**config.mk**
```make
export PLATFORM = sky130hd
export DESIGN_NAME = dpa_page_addr_gen
export DESIGN_NICKNAME = d
export VERILOG_FILES = /design/src/rtl/dpa_pkg.sv /design/src/rtl/dpa_port_decode.sv /design/src/rtl/dpa_page_bank.sv /design/src/rtl/dpa_addr_calc.sv /design/src/rtl/dpa_page_addr_gen.sv
export SDC_FILE = /design/constraint.sdc
export NUM_CORES = 1
export LEC_CHECK = 0
export BUFFER_PORTS_ARGS = -buffer_cell sky130_fd_sc_hd__buf_2
export CAP_MARGIN = 20
export CELL_PAD_IN_SITES_DETAIL_PLACEMENT = 1
export CELL_PAD_IN_SITES_GLOBAL_PLACEMENT = 1
export CORE_AREA = 2 2 160 162
export CTS_BUF_LIST = sky130_fd_sc_hd__clkbuf_16
export CTS_CLUSTER_DIAMETER = 100
export CTS_CLUSTER_SIZE = 40
export DETAILED_ROUTE_END_ITERATION = 10
export DIE_AREA = 0 0 162 164
export GPL_TIMING_DRIVEN = 0
export HOLD_SLACK_MARGIN = 0.15
export PLACE_DENSITY = 0.66
export SLEW_MARGIN = 40
export SYNTH_ARGS = -nofsm -noshare
export SYNTH_HDL_FRONTEND = slang
export SYNTH_SLANG_ARGS = --single-unit
```
**constraint.sdc**
```tcl
create_clock -name clk -period 5.7 [get_ports clk]
set_input_delay 0.285 -clock clk [delete_from_list [all_inputs] [get_ports clk]]
set_output_delay 0.285 -clock clk [all_outputs]
set_load 0.02 [all_outputs]
```
**src/rtl/dpa_pkg.sv**
```systemverilog
package dpa_pkg;

    localparam int NCH   = 4;
    localparam int CH_W  = 2;
    localparam int OFS_W = 3;

    typedef enum logic [0:0] {
        ST_IDLE = 1'b0,
        ST_EMIT = 1'b1
    } dpa_state_e;

    typedef struct packed {
        logic            ok;
        logic [CH_W-1:0] ch;
    } dpa_chsel_t;

    function automatic dpa_chsel_t map_offset(input logic [OFS_W-1:0] off);
        dpa_chsel_t r;
        r.ok = 1'b1;
        r.ch = '0;
        unique case (off)
            3'd1:    r.ch = 2'd2;
            3'd2:    r.ch = 2'd3;
            3'd3:    r.ch = 2'd1;
            3'd7:    r.ch = 2'd0;
            default: r.ok = 1'b0;
        endcase
        return r;
    endfunction

endpackage

```
**src/rtl/dpa_port_decode.sv**
```systemverilog
module dpa_port_decode
    import dpa_pkg::*;
(
    input  logic [OFS_W-1:0] off,
    output logic             ok,
    output logic [CH_W-1:0]  ch
);
    dpa_chsel_t sel;

    always_comb begin
        sel = map_offset(off);
        ok  = sel.ok;
        ch  = sel.ch;
    end
endmodule

```
**src/rtl/dpa_page_bank.sv**
```systemverilog
module dpa_page_bank
    import dpa_pkg::*;
#(
    parameter int W = 8
) (
    input  logic                  clk,
    input  logic                  rst_n,
    input  logic                  we,
    input  logic [CH_W-1:0]       wch,
    input  logic [W-1:0]          wdata,
    output logic [NCH-1:0][W-1:0] regs
);
    for (genvar g = 0; g < NCH; g++) begin : g_ch
        always_ff @(posedge clk or negedge rst_n) begin
            if (!rst_n)
                regs[g] <= '0;
            else if (we && (wch == CH_W'(g)))
                regs[g] <= wdata;
        end

        a_r2_only_selected: assert property (@(posedge clk) disable iff (!rst_n)
            (we && (wch != CH_W'(g))) |=> $stable(regs[g]));
    end

    a_r3_no_write_stable: assert property (@(posedge clk) disable iff (!rst_n)
        !we |=> $stable(regs));
endmodule

```
**src/rtl/dpa_addr_calc.sv**
```systemverilog
module dpa_addr_calc #(
    parameter int OFF_W  = 16,
    parameter int PAGE_W = 8,
    parameter int HPG_W  = 7,
    parameter int LEN_W  = 17,
    parameter int DIR_B  = 5,
    localparam int ADDR_W = 1 + HPG_W + PAGE_W + OFF_W
) (
    input  logic [PAGE_W-1:0] hpage,
    input  logic              hpage_en,
    input  logic [PAGE_W-1:0] page,
    input  logic [OFF_W-1:0]  cur,
    input  logic [LEN_W-1:0]  pos,
    input  logic [LEN_W-1:0]  len,
    input  logic [7:0]        mode,
    output logic [ADDR_W-1:0] addr
);
    logic [HPG_W-1:0]  hp_eff;
    logic [ADDR_W-1:0] base;
    logic [ADDR_W-1:0] pos_x;
    logic [ADDR_W-1:0] len_x;
    logic              down;
    logic              unused_bits;

    always_comb begin
        hp_eff      = hpage_en ? hpage[HPG_W-1:0] : '0;
        base        = {1'b0, hp_eff, page, cur};
        pos_x       = {{(ADDR_W-LEN_W){1'b0}}, pos};
        len_x       = {{(ADDR_W-LEN_W){1'b0}}, len};
        down        = mode[DIR_B];
        addr        = down ? (base - pos_x - len_x) : (base + pos_x);
        unused_bits = ^{mode, hpage};
    end
endmodule

```
**src/rtl/dpa_page_addr_gen.sv**
```systemverilog
module dpa_page_addr_gen
    import dpa_pkg::*;
#(
    parameter int OFF_W  = 16,
    parameter int PAGE_W = 8,
    parameter int HPG_W  = 7,
    parameter int LEN_W  = 17,
    localparam int ADDR_W = 1 + HPG_W + PAGE_W + OFF_W
) (
    input  logic              clk,
    input  logic              rst_n,
    input  logic              hi_page_en,
    input  logic              wr_en,
    input  logic              wr_hi,
    input  logic [OFS_W-1:0]  wr_off,
    input  logic [PAGE_W-1:0] wr_data,
    input  logic              rd_hi,
    input  logic [OFS_W-1:0]  rd_off,
    output logic [PAGE_W-1:0] rd_data,
    input  logic              cmp_req,
    input  logic [CH_W-1:0]   cmp_chan,
    input  logic [OFF_W-1:0]  cmp_cur,
    input  logic [LEN_W-1:0]  cmp_pos,
    input  logic [LEN_W-1:0]  cmp_len,
    input  logic [7:0]        cmp_mode,
    output logic [ADDR_W-1:0] addr_out,
    output logic              addr_vld
);
    logic                       wr_ok, rd_ok;
    logic [CH_W-1:0]            wr_ch, rd_ch;
    logic                       lo_we, hi_we;
    logic [NCH-1:0][PAGE_W-1:0] lo_q, hi_q;
    logic [ADDR_W-1:0]          addr_d;
    dpa_state_e                 state_q, state_d;

    dpa_port_decode u_wdec (.off(wr_off), .ok(wr_ok), .ch(wr_ch));
    dpa_port_decode u_rdec (.off(rd_off), .ok(rd_ok), .ch(rd_ch));

    assign lo_we = wr_en && wr_ok && !wr_hi;
    assign hi_we = wr_en && wr_ok && wr_hi && hi_page_en;

    dpa_page_bank #(.W(PAGE_W)) u_lo (
        .clk(clk), .rst_n(rst_n), .we(lo_we), .wch(wr_ch),
        .wdata(wr_data), .regs(lo_q)
    );

    dpa_page_bank #(.W(PAGE_W)) u_hi (
        .clk(clk), .rst_n(rst_n), .we(hi_we), .wch(wr_ch),
        .wdata(wr_data), .regs(hi_q)
    );

    always_comb begin
        rd_data = '0;
        if (rd_ok) begin
            if (!rd_hi)
                rd_data = lo_q[rd_ch];
            else if (hi_page_en)
                rd_data = hi_q[rd_ch];
        end
    end

    dpa_addr_calc #(
        .OFF_W(OFF_W), .PAGE_W(PAGE_W), .HPG_W(HPG_W), .LEN_W(LEN_W)
    ) u_calc (
        .hpage(hi_q[cmp_chan]), .hpage_en(hi_page_en), .page(lo_q[cmp_chan]),
        .cur(cmp_cur), .pos(cmp_pos), .len(cmp_len), .mode(cmp_mode),
        .addr(addr_d)
    );

    always_ff @(posedge clk or negedge rst_n) begin
        if (!rst_n)
            state_q <= ST_IDLE;
        else
            state_q <= state_d;
    end

    always_comb begin
        state_d = state_q;
        unique case (state_q)
            ST_IDLE: if (cmp_req)  state_d = ST_EMIT;
            ST_EMIT: if (!cmp_req) state_d = ST_IDLE;
            default: state_d = ST_IDLE;
        endcase
    end

    always_ff @(posedge clk or negedge rst_n) begin
        if (!rst_n)
            addr_out <= '0;
        else if (cmp_req)
            addr_out <= addr_d;
    end

    assign addr_vld = (state_q == ST_EMIT);

    a_r9_vld_follows_req: assert property (@(posedge clk) disable iff (!rst_n)
        cmp_req |=> addr_vld);
    a_r9_vld_drops: assert property (@(posedge clk) disable iff (!rst_n)
        !cmp_req |=> !addr_vld);
    a_r9_addr_held: assert property (@(posedge clk) disable iff (!rst_n)
        !cmp_req |=> $stable(addr_out));
    a_r6_hi_off_ignored: assert property (@(posedge clk) disable iff (!rst_n)
        (wr_en && wr_hi && !hi_page_en) |=> $stable(hi_q));
    a_r3_hole_ignored: assert property (@(posedge clk) disable iff (!rst_n)
        (wr_en && !wr_ok) |=> ($stable(lo_q) && $stable(hi_q)));
    a_r4_hole_reads_zero: assert property (@(posedge clk) disable iff (!rst_n)
        !rd_ok |-> (rd_data == '0));
    a_r7_top_bit_zero: assert property (@(posedge clk) disable iff (!rst_n)
        (addr_vld && !$past(cmp_mode[5])) |-> !addr_out[ADDR_W-1] || $past(cmp_pos) != '0);
endmodule

```
* Yosys cells after proc, flatten, opt, wreduce, memory -nomap -nowiden
Cells that the tools add are included.
** Storage, ports and cells
- Register bits :: 97
- Bits in latches :: 0
- Bits in writable memories :: 0
- ROM bits :: 0
- Input bits :: 81
- Output and inout bits :: 41
- Word-level logic and storage cells :: 60
- Memories kept :: 0
** Cells by class
- $add $sub $neg :: 3
- Multipliers :: 0
- Divide/modulo/power cells :: 0
- $lt $le $gt $ge :: 2
- Eq/ne operators :: 11
- Shift-type cells :: 0
- Muxes and demuxes :: 18
- Bitwise logic cells :: 0
- Reductions and logical operators :: 16
** Operator list (count)
- binary-select mux 8 bit (select 2 bit) :: 4
- two-way mux 8 bit :: 6
- adder 31 x 17 -> 32 bit :: 1
- two-way mux 32 bit :: 1
- subtractor 31 x 17 -> 32 bit :: 1
- subtractor 32 x 17 -> 32 bit :: 1
- two-way mux 7 bit :: 2
- equality test 3 x 2 -> 1 bit, second input constant :: 4
- logical AND 1 bit :: 12
- case mux 2 bit (3 select lines) :: 2
- OR reduction 4 bit :: 2
- equality test 3 x 1 -> 1 bit, second input constant :: 2
- equality test 3 bit, second input constant :: 2
- < comparator 2 x 3 -> 1 bit, second input constant :: 2
- equality test 2 bit, second input constant :: 2
- two-way mux 1 bit :: 3
- equality test 2 x 1 -> 1 bit, second input constant :: 1
- logical NOT 2 bit :: 1
- logical NOT 1 bit :: 1

* Depth between registers and ports, before layout
Gate-level depths: netlist of run 1.
- Depth in word-level cells :: 7
- Gate-level depth with buffers :: 12
- Mapped depth without buffers :: 12

* Modules after synthesis
A second synthesis of run 1 with hierarchy kept.
** Second synthesis, totals
- Cell total of the unflattened synthesis :: 749
- Area total of the unflattened synthesis :: 7908.8 sq um
** By module, submodules not included
- dpa_addr_calc :: times used 1, cells an instance 441, area an instance 3175.5 sq um, seq. area each 0.0 sq um
- dpa_page_bank :: times used 2, cells an instance 68, area an instance 1212.4 sq um, seq. area each 800.8 sq um
- dpa_page_addr_gen :: times used 1, cells an instance 160, area an instance 2245.9 sq um, seq. area each 825.8 sq um
- dpa_port_decode :: times used 2, cells an instance 6, area an instance 31.3 sq um, seq. area each 0.0 sq um

* Worst setup path before layout of run 1
Ideal clock, no wire load.
- Path kind :: input to register
- Start :: in cmp_chan[0]
- End :: reg addr_out[21]
- Library setup time :: 0.125 ns
- Arrival time :: 3.074 ns
- Data required time :: 5.575 ns
- Setup slack :: 2.502 ns
- Stages :: 11
- Buffers on the path :: 2
- Cell sequence :: buf_6 > buf_12 > mux4_2 > fa_1 > ha_1 > a21o_1 > a311oi_1 > o21ai_1 > o32ai_1 > xor2_1 > mux2_2
** On the way
- Longest elaborated chain between the ends :: 5
** Ends and longest elaborated chain
- from (decl) :: RTL line dpa_page_addr_gen.sv:21 : input logic [CH_W-1:0] cmp_chan,
- binary-select mux 8 bit (select 2 bit) * :: RTL line dpa_page_addr_gen.sv:65 : .hpage(hi_q[cmp_chan]), .hpage_en(hi_page_en), .page(lo_q[cmp_chan]),
- two-way mux 8 bit (implied by the code) * :: RTL line dpa_page_addr_gen.sv:65
- subtractor 31 x 17 -> 32 bit :: RTL line dpa_addr_calc.sv:31 : addr = down ? (base - pos_x - len_x) : (base + pos_x);
- subtractor 32 x 17 -> 32 bit :: RTL line dpa_addr_calc.sv:31
- two-way mux 32 bit * :: RTL line dpa_addr_calc.sv:31
- to (signal assigned) :: RTL line dpa_page_addr_gen.sv:90 : addr_out <= addr_d;
- to (decl) :: RTL line dpa_page_addr_gen.sv:26 : output logic [ADDR_W-1:0] addr_out,
Mark *: on every way between the ends. The rest lies on a longest branch, timed or not. The select of a mux whose other input is x is not followed.
A chain may end at the register's enable or synchronous reset.

* Worst setup path after layout of run 1
- Start :: reg u_lo.regs[24] (netlist name)
- End :: reg addr_out[21]
** On the way
- Longest elaborated chain between the ends :: 5
** Ends and longest elaborated chain
- from (decl) :: RTL line dpa_page_bank.sv:11 : output logic [NCH-1:0][W-1:0] regs
- from (signal, indexed assignment) :: RTL line dpa_page_bank.sv:18 : regs[g] <= wdata;
- binary-select mux 8 bit (select 2 bit) * :: RTL line dpa_page_addr_gen.sv:65
- two-way mux 8 bit (implied by the code) * :: RTL line dpa_page_addr_gen.sv:65
- subtractor 31 x 17 -> 32 bit :: RTL line dpa_addr_calc.sv:31
- subtractor 32 x 17 -> 32 bit :: RTL line dpa_addr_calc.sv:31
- two-way mux 32 bit * :: RTL line dpa_addr_calc.sv:31
Marks and branches as above.

==> results of run 1 <==
## synthesized netlist by cell type (all sizes together) (3+ instances only)
library cell / count / share of area (%)
dfrtp: 97 / 33
mux2: 89 / 14
a21oi: 63 / 4.3
nor2: 56 / 2.9
inv: 49 / 2.5
nand2: 40 / 2.1
o21ai: 39 / 2.7
ha: 37 / 6.3
xnor2: 24 / 2.9
a22oi: 22 / 2.3
clkbuf: 21 / 1.1
fa: 18 / 4.9
nand3: 17 / 1.2
mux4: 15 / 4.6
a21o: 14 / 1.4
xor2: 14 / 1.7
a211oi: 12 / 1.2
o211ai: 12 / 1.2
o22ai: 11 / 0.94
nand2b: 8 / 0.68
nor3: 7 / 0.70
o21a: 7 / 0.72
buf: 6 / 0.67
and3: 5 / 0.43
nand4: 5 / 0.43
nor2b: 4 / 0.34
o221ai: 4 / 0.48
a31oi: 3 / 0.26
and2: 3 / 0.26
o21bai: 3 / 0.31
o32ai: 3 / 0.36
or3: 3 / 0.26
## power by group through the flow
| stage | clock [mW] | sequential, mW | combinational [mW] |
|---|---|---|---|
| final | 0.607 | 0.963 | 1.10 |
| after global routing | 0.649 | 0.985 | 1.21 |
| after CTS | 0.626 | 0.962 | 1.11 |
| after detailed placement | 0 | 0.976 | 1.10 |
| after global placement | 0 | 0.970 | 1.07 |
| after floorplan | 0 | 1.01 | 0.695 |
## per-stage QoR
step / cells / utilization, % / total power [mW] / instance area (um2) / setup WS (ns)
2_1_floorplan: 736 / - / 1.71 / 7320 / 2.50
3_3_place_gp: 1174 / 33.3 / 2.04 / 8270 / 1.98
3_5_place_dp: 1175 / 33.5 / 2.08 / 8320 / 1.96
4_1_cts: 1193 / 34.8 / 2.70 / 8630 / 2.27
5_1_grt: 1193 / 34.8 / 2.85 / 8630 / 2.06
6_report: 1193 / 34.8 / 2.67 / 8630 / 2.24
## logic make-up (layout without fill, tap and decap cells)
| family | Yosys count | count (layout) | synth area share [%] |
|---|---|---|---|
| muxes | 104 | 104 | 18.3 |
| AOI/OAI and AO/OA | 208 | 208 | 18.1 |
| adders and majority gates | 55 | 55 | 11.3 |
| xor gates and xnor gates | 38 | 38 | 4.55 |
| DFF | 97 | 97 | 33.2 |
| and+or+nand+nor | 157 | 157 | 10.3 |
| buffers and inverters | 77 | 204 | 4.31 |
## state kept, by name (all words and copies together), names as in the netlist
name       count
u_hi.regs     32
addr_out      32
addr_vld       1
u_lo.regs     32
## per-layer routing
| metal | vias up | global-route usage (%) |
|---|---|---|
| met4 | 2 | 3.94 |
| li1 | 2941 | - |
| met2 | 132 | 30.6 |
| met5 | - | 0 |
| met3 | 18 | 1.82 |
| met1 | 3146 | 23.3 |
## path summary, 6_finish.rpt
path                          startpoint  slack, ns  depth (start not counted)            end
max reg2reg                u_lo.regs[24]       2.24                          9   addr_out[21]
min reg2reg                 addr_out[31]       0.48                          1   addr_out[31]
min in group asynchronous          rst_n       0.40                          2   u_hi.regs[2]
min                           wr_data[0]       0.28                          2   u_lo.regs[8]
max in group asynchronous          rst_n       4.70                          3  u_lo.regs[30]
max                        u_lo.regs[24]       2.24                          9   addr_out[21]
## final cells by class
type,instances,area share [%]
Buffer,27,1.48
Clock buffer,9,2.61
Clock inverter,7,0.710
Inverter,50,2.17
Multi-Input combinational cell,562,53.2
Sequential cell,97,28.1
Tap cell,330,4.78
Timing Repair Buffer,111,6.93
## worst reg2reg max path, cell delays in order (launching register included)
cell	delay, ns
dfrtp_1	0.40
mux4_2	0.52
fa_1	0.45
ha_1	0.37
a21o_1	0.26
a311oi_1	0.37
o21ai_1	0.27
o32ai_1	0.34
xor2_1	0.10
mux2_2	0.27
==> impl_metrics.tcl, run 1 <==
set metrics [dict create \
    outcome "finished clean" \
    hold_viol 0 \
    cts_htree_levels 3 \
    grt.overflow.total 0 \
    top_layer "met5" \
    power_density_mw_per_mm2 309 \
    rsz0062_at_grt "false" \
    synth_edf_count 0 \
    synth_area_mm2 0.00732 \
    critPathLaunchType "flip-flop" \
    pwr-share-seq_pct 36.1 \
    clock_power_share_pct 22.8 \
    irDropWorstVdd_uv 154 \
    dr_wl_met2_um 11000 \
    slowest_delay_ns 0.52 \
    areaGrowthSynthToFinish_pct 18.0 \
    setup_viol 0 \
    grt_pass1_vias 6631 \
    ys_async_sr_fraction_pct 100 \
    cpMaxStageDelayCell "mux4_2" \
    p_sw_share_pct 39.0 \
    worstPathRequired_ns 5.94 \
    max_freq_mhz 289 \
    wl_per_cell_um 18.9 \
    critPathKind "reg2reg" \
    numCtsBuffers 9 \
    first_pass_iters 4 \
    syn_inst 736 \
    yosysSeqAreaShare_pct 33.2 \
    cts.sinks 97 \
    clockBufferDepth 2 \
    clk_latency_ns 0.36 \
    hold_buffers 2 \
    cp_cell_sequence "mux4_2 -> fa_1 -> ha_1 -> a21o_1 -> a311oi_1 -> o21ai_1 -> o32ai_1 -> xor2_1 -> mux2_2" \
    grt_pass1_wl_um 36400 \
    die_w_um 162 \
    start_util_pct 29.5 \
    pin_count 122 \
    crit_fanout 5 \
    fin_crit_ns 3.46 \
    fin_setup_tns_ns 0 \
    p_leak_nw 3.82 \
    nets 994 \
    end_kind "flip-flop" \
    drt_iter0_drc 250 \
    pwr-share-comb_pct 41.1 \
    post_cts_resized 0 \
    crit_buf_inv 0 \
    synth_fp_nets 872 \
    met3_length_um 847 \
    vias 6239 \
    crit_family "compound AO/OA/AOI/OAI gates" \
    p_int_mw 1.63 \
    cts_tree "done" \
    final_common_cell "buf_2" \
    die_h_um 164 \
    cts-root-buf "clkbuf_16" \
    diodes 0 \
    synth-seq-cells 97 \
    syn_avg_cell_area_um2 9.94 \
    worst_clock_skew_ns 0.0134 \
    drt_wl_total_um 22500 \
    p_switching_mw 1.04 \
    place_hpwl_um 17900 \
    antenna_found_initial 1 \
    rows 58 \
    route.detailed.drc 0 \
    yosysWarnings 0 \
    ys_types 61 \
    hold-worst-slack_ns 0.277 \
    layout-drive-gt1-share_pct 28.3 \
    tightest_slew_ns 0.830 \
    grt_start_max_net_pins 54 \
    io_buffers 108 \
    clk_pin_slew_ns 0.08 \
    die_area_mm2 0.0266 \
    viasPerCell 5.23 \
    ant_nets 0 \
    track_usage_pct 17.4 \
    seq_area_mm2 0.00243 \
    post_cts_buffers 0 \
    max-slew-margin-rel_pct 44.5 \
    cap_violations 0 \
    hold_class "in2reg" \
    fill_cells 2907 \
    synth_ff_type "dfrtp_1" \
    coreArea_mm2 0.0248 \
    gp_congestion 0.842 \
    worstPathArrival_ns 3.70 \
    final-max-slew-violation-count 0 \
    mostFrequentLayoutCells "buf_2 (109), dfrtp_1 (97), mux2_2 (89)" \
    wl_met1_um 10400 \
    min_period_over_period_pct 60.6 \
    multiInputGateArea_mm2 0.00459 \
]
Power figures use the tool's default switching activity.
==> run 2: changes to the inputs <==
ABC_AREA = 1   (was default)
CORE_AREA = 2 2 168 170   (was 2 2 160 162)
DIE_AREA = 0 0 170 172   (was 0 0 162 164)
PLACE_DENSITY = 0.72   (was 0.66)
clock period = 3.1 ns   (was 5.7 ns; I/O delays follow)
==> run 2 against run 1 <==
Compared with the run above:
- combinational power up 71%
- synthesized cell count up 67%
- largest cell class unchanged
- cell count up 43%
- clock-buffer cell count unchanged
==> impl_metrics.tcl, run 2 <==
set metrics [dict create \
    outcome "finished clean" \
    yosys-top-cells-area "dfrtp_1 (30%), nand2_1 (17%), o21ai_0 (8.0%)" \
    synth_area_mm2 0.00810 \
    synth_top_family_by_area "simple AND/OR/NAND/NOR gates" \
    layout-drive-gt1-share_pct 13.8 \
    areaGrowthSynthToFinish_pct 16.6 \
    synth_most_common_cell "nand2_1" \
    final-max-slew-violation-count 0 \
    io_buffers 111 \
    fin_cells 1702 \
    vias 8810 \
    tightest_slew_ns 0.741 \
    ant_nets 0 \
    clockBufferDepth 2 \
    critPathLaunchType "flip-flop" \
    worstPathArrival_ns 3.04 \
    max_freq_mhz 359 \
    numCtsBuffers 9 \
    worstPathRequired_ns 3.35 \
    finalInstanceArea_mm2 0.00944 \
    grt_start_max_net_pins 70 \
    ys_types 43 \
    die_h_um 172 \
    reg2regPathDepth 17 \
    power_density_mw_per_mm2 503 \
    wl_per_cell_um 18.5 \
    synth_ff_type "dfrtp_1" \
    hold-worst-slack_ns 0.182 \
    yosysSeqAreaShare_pct 30.0 \
    synth_xor_area_share_pct 1.19 \
    pin_count 122 \
    diodes 0 \
    place_hpwl_um 24700 \
    hold_depth 3 \
    first_pass_iters 5 \
    viasPerCell 5.18 \
    cts.sinks 97 \
    hold_viol 0 \
    rsz0062_at_grt "false" \
    nets 1487 \
    placedCellCount 1684 \
    synth_edf_count 0 \
    syn_avg_cell_area_um2 6.60 \
    yosysWarnings 0 \
    cts_tree "done" \
    post_cts_buffers 0 \
    synth.top_cell.area_share_pct 30.0 \
    synthMuxAreaShare_pct 0 \
    worst_clock_skew_ns 0.0197 \
    critPathKind "reg2reg" \
    fin_setup_tns_ns 0 \
    fin_crit_ns 2.79 \
    grt_pass1_wl_um 49700 \
    yosys.area.top_type "dfrtp_1" \
    setup_viol 0 \
    min_period_over_period_pct 89.9 \
    top_regs "addr_out: 32 flops, u_hi.regs: 32 flops, u_lo.regs: 32 flops" \
    yosys.area_share.simple_pct 34.4 \
    die_w_um 170 \
    antenna_found_initial 0 \
    synth_fp_nets 1362 \
    grt.overflow.total 0 \
    rows 61 \
    max-slew-margin-rel_pct 50.4 \
    irDropWorstVdd_uv 332 \
    crit_fanout 5 \
    clk_latency_ns 0.37 \
    coreArea_mm2 0.0275 \
    finalPower_mw 4.75 \
    cts-root-buf "clkbuf_16" \
    p_leak_nw 4.86 \
    grt_pass1_vias 9200 \
    mostFrequentLayoutCells "nand2_1 (376), o21ai_0 (126), buf_2 (116)" \
    ys_async_sr_fraction_pct 100 \
    synth_fa_ha_area_share_pct 10.2 \
    track_usage_pct 22.0 \
    syn_inst 1226 \
    clk_pin_slew_ns 0.08 \
    drt_iter0_drc 562 \
    synth_compound_area_share_pct 15.8 \
    end_kind "flip-flop" \
    route.detailed.drc 0 \
    netlist_top_cells_count "nand2_1 (376), o21ai_0 (129), inv_1 (115), nor2_1 (115), nand3_1 (101)" \
    gp_congestion 0.905 \
    drt_wl_total_um 31500 \
    place_area_mm2 0.00912 \
    final_common_cell "nand2_1" \
    cts_htree_levels 3 \
    die_area_mm2 0.0292 \
    synth-seq-cells 97 \
    start_util_pct 29.5 \
    hold_class "in2reg" \
    cap_violations 0 \
]
-- run 2: changes by cell type after synthesis, moves of 14 or more --
cell / change
nor2_1: +60
inv_1: +66
a22oi_1: -21
o21ai_0: +99
mux2_2: -89
a21oi_1: +17
mux4_2: -15
nand3_1: +85
xnor2_1: -21
nand2_2: +14
nand2_1: +336
-- run 2: report_power, final --
part	internal [mW]	switching, mW	total, mW
clock	0.571	0.601	1.17
combinational	0.631	1.25	1.88
sequential	1.50	0.195	1.69
-- run 2: per-stage QoR --
stage | utilization [%] | setup slack (ns)
after floorplan | - | 0.488
after global placement | 33.1 | -0.214
after detailed placement | 33.2 | -0.350
after CTS | 34.3 | 0.00834
after global routing | 34.4 | 0.0353
final | 34.4 | 0.312
-- run 2: path summary, 6_finish.rpt --
check / slack (ns) / from / end
hold reg to reg: 0.47 / addr_out[28] / addr_out[28]
max in group asynchronous: 2.23 / rst_n / u_lo.regs[11]
setup / recovery: 0.31 / u_lo.regs[16] / addr_out[29]
setup reg to reg: 0.31 / u_lo.regs[16] / addr_out[29]
min in group asynchronous: 0.24 / rst_n / addr_out[7]
hold / removal: 0.18 / wr_data[7] / u_hi.regs[31]
-- run 2: area by class of cell --
class                   count  area [um2]
repair buffers            114         613
fillers                  3594       18000
multi-input cells         965        5000
inverters                 124         465
flip-flops and latches     97        2430
well taps                 346         433
plain buffers              40         214
clock buffers               9         225
clock inverters             7        70.1
-- run 2: layer usage --
metal / global-route usage, % / up-vias / share of wire [%]
met3: 2.38 / 62 / 3.4
li1: - / 4260 / -
met4: 8.55 / 0 / 3.3
met1: 26.6 / 4292 / 44
met2: 40.1 / 196 / 50
met5: 0 / - / 0
-- run 2: timing repair --
action / in CTS / in global routing
endpoints found under the hold margin: 98 / 0
hold buffers: 2 / 0
endpoints found under the setup margin: 0 / 8
gates resized for setup: 0 / 5
-- run 2: kinds of logic (layout without fill, tap and decap cells) --
| family | count (synthesis) | in the layout |
|---|---|---|
| AND/OR/NAND/NOR | 657 | 657 |
| AO/OA/AOI/OAI | 242 | 242 |
| buffers and inverters | 164 | 294 |
| flip-flops | 97 | 97 |
| adder cells (fa/ha/maj) | 55 | 55 |
| XOR/XNOR | 11 | 11 |
-- run 2: worst max-delay path: stages, from the launching register on --
cell and delay (ns):
dfrtp_1 0.36, inv_1 0.06, a21oi_1 0.13, o21ai_0 0.12, o21ai_2 0.12, fa_1 0.45
ha_2 0.39, nand2_1 0.14, o21ai_1 0.24, nand2_1 0.08, nand3_1 0.12, nor2_1 0.05
nand3_1 0.08, nand2_1 0.08, nand2_1 0.08, nand2_1 0.05, nand3_1 0.07, nand2_1 0.06
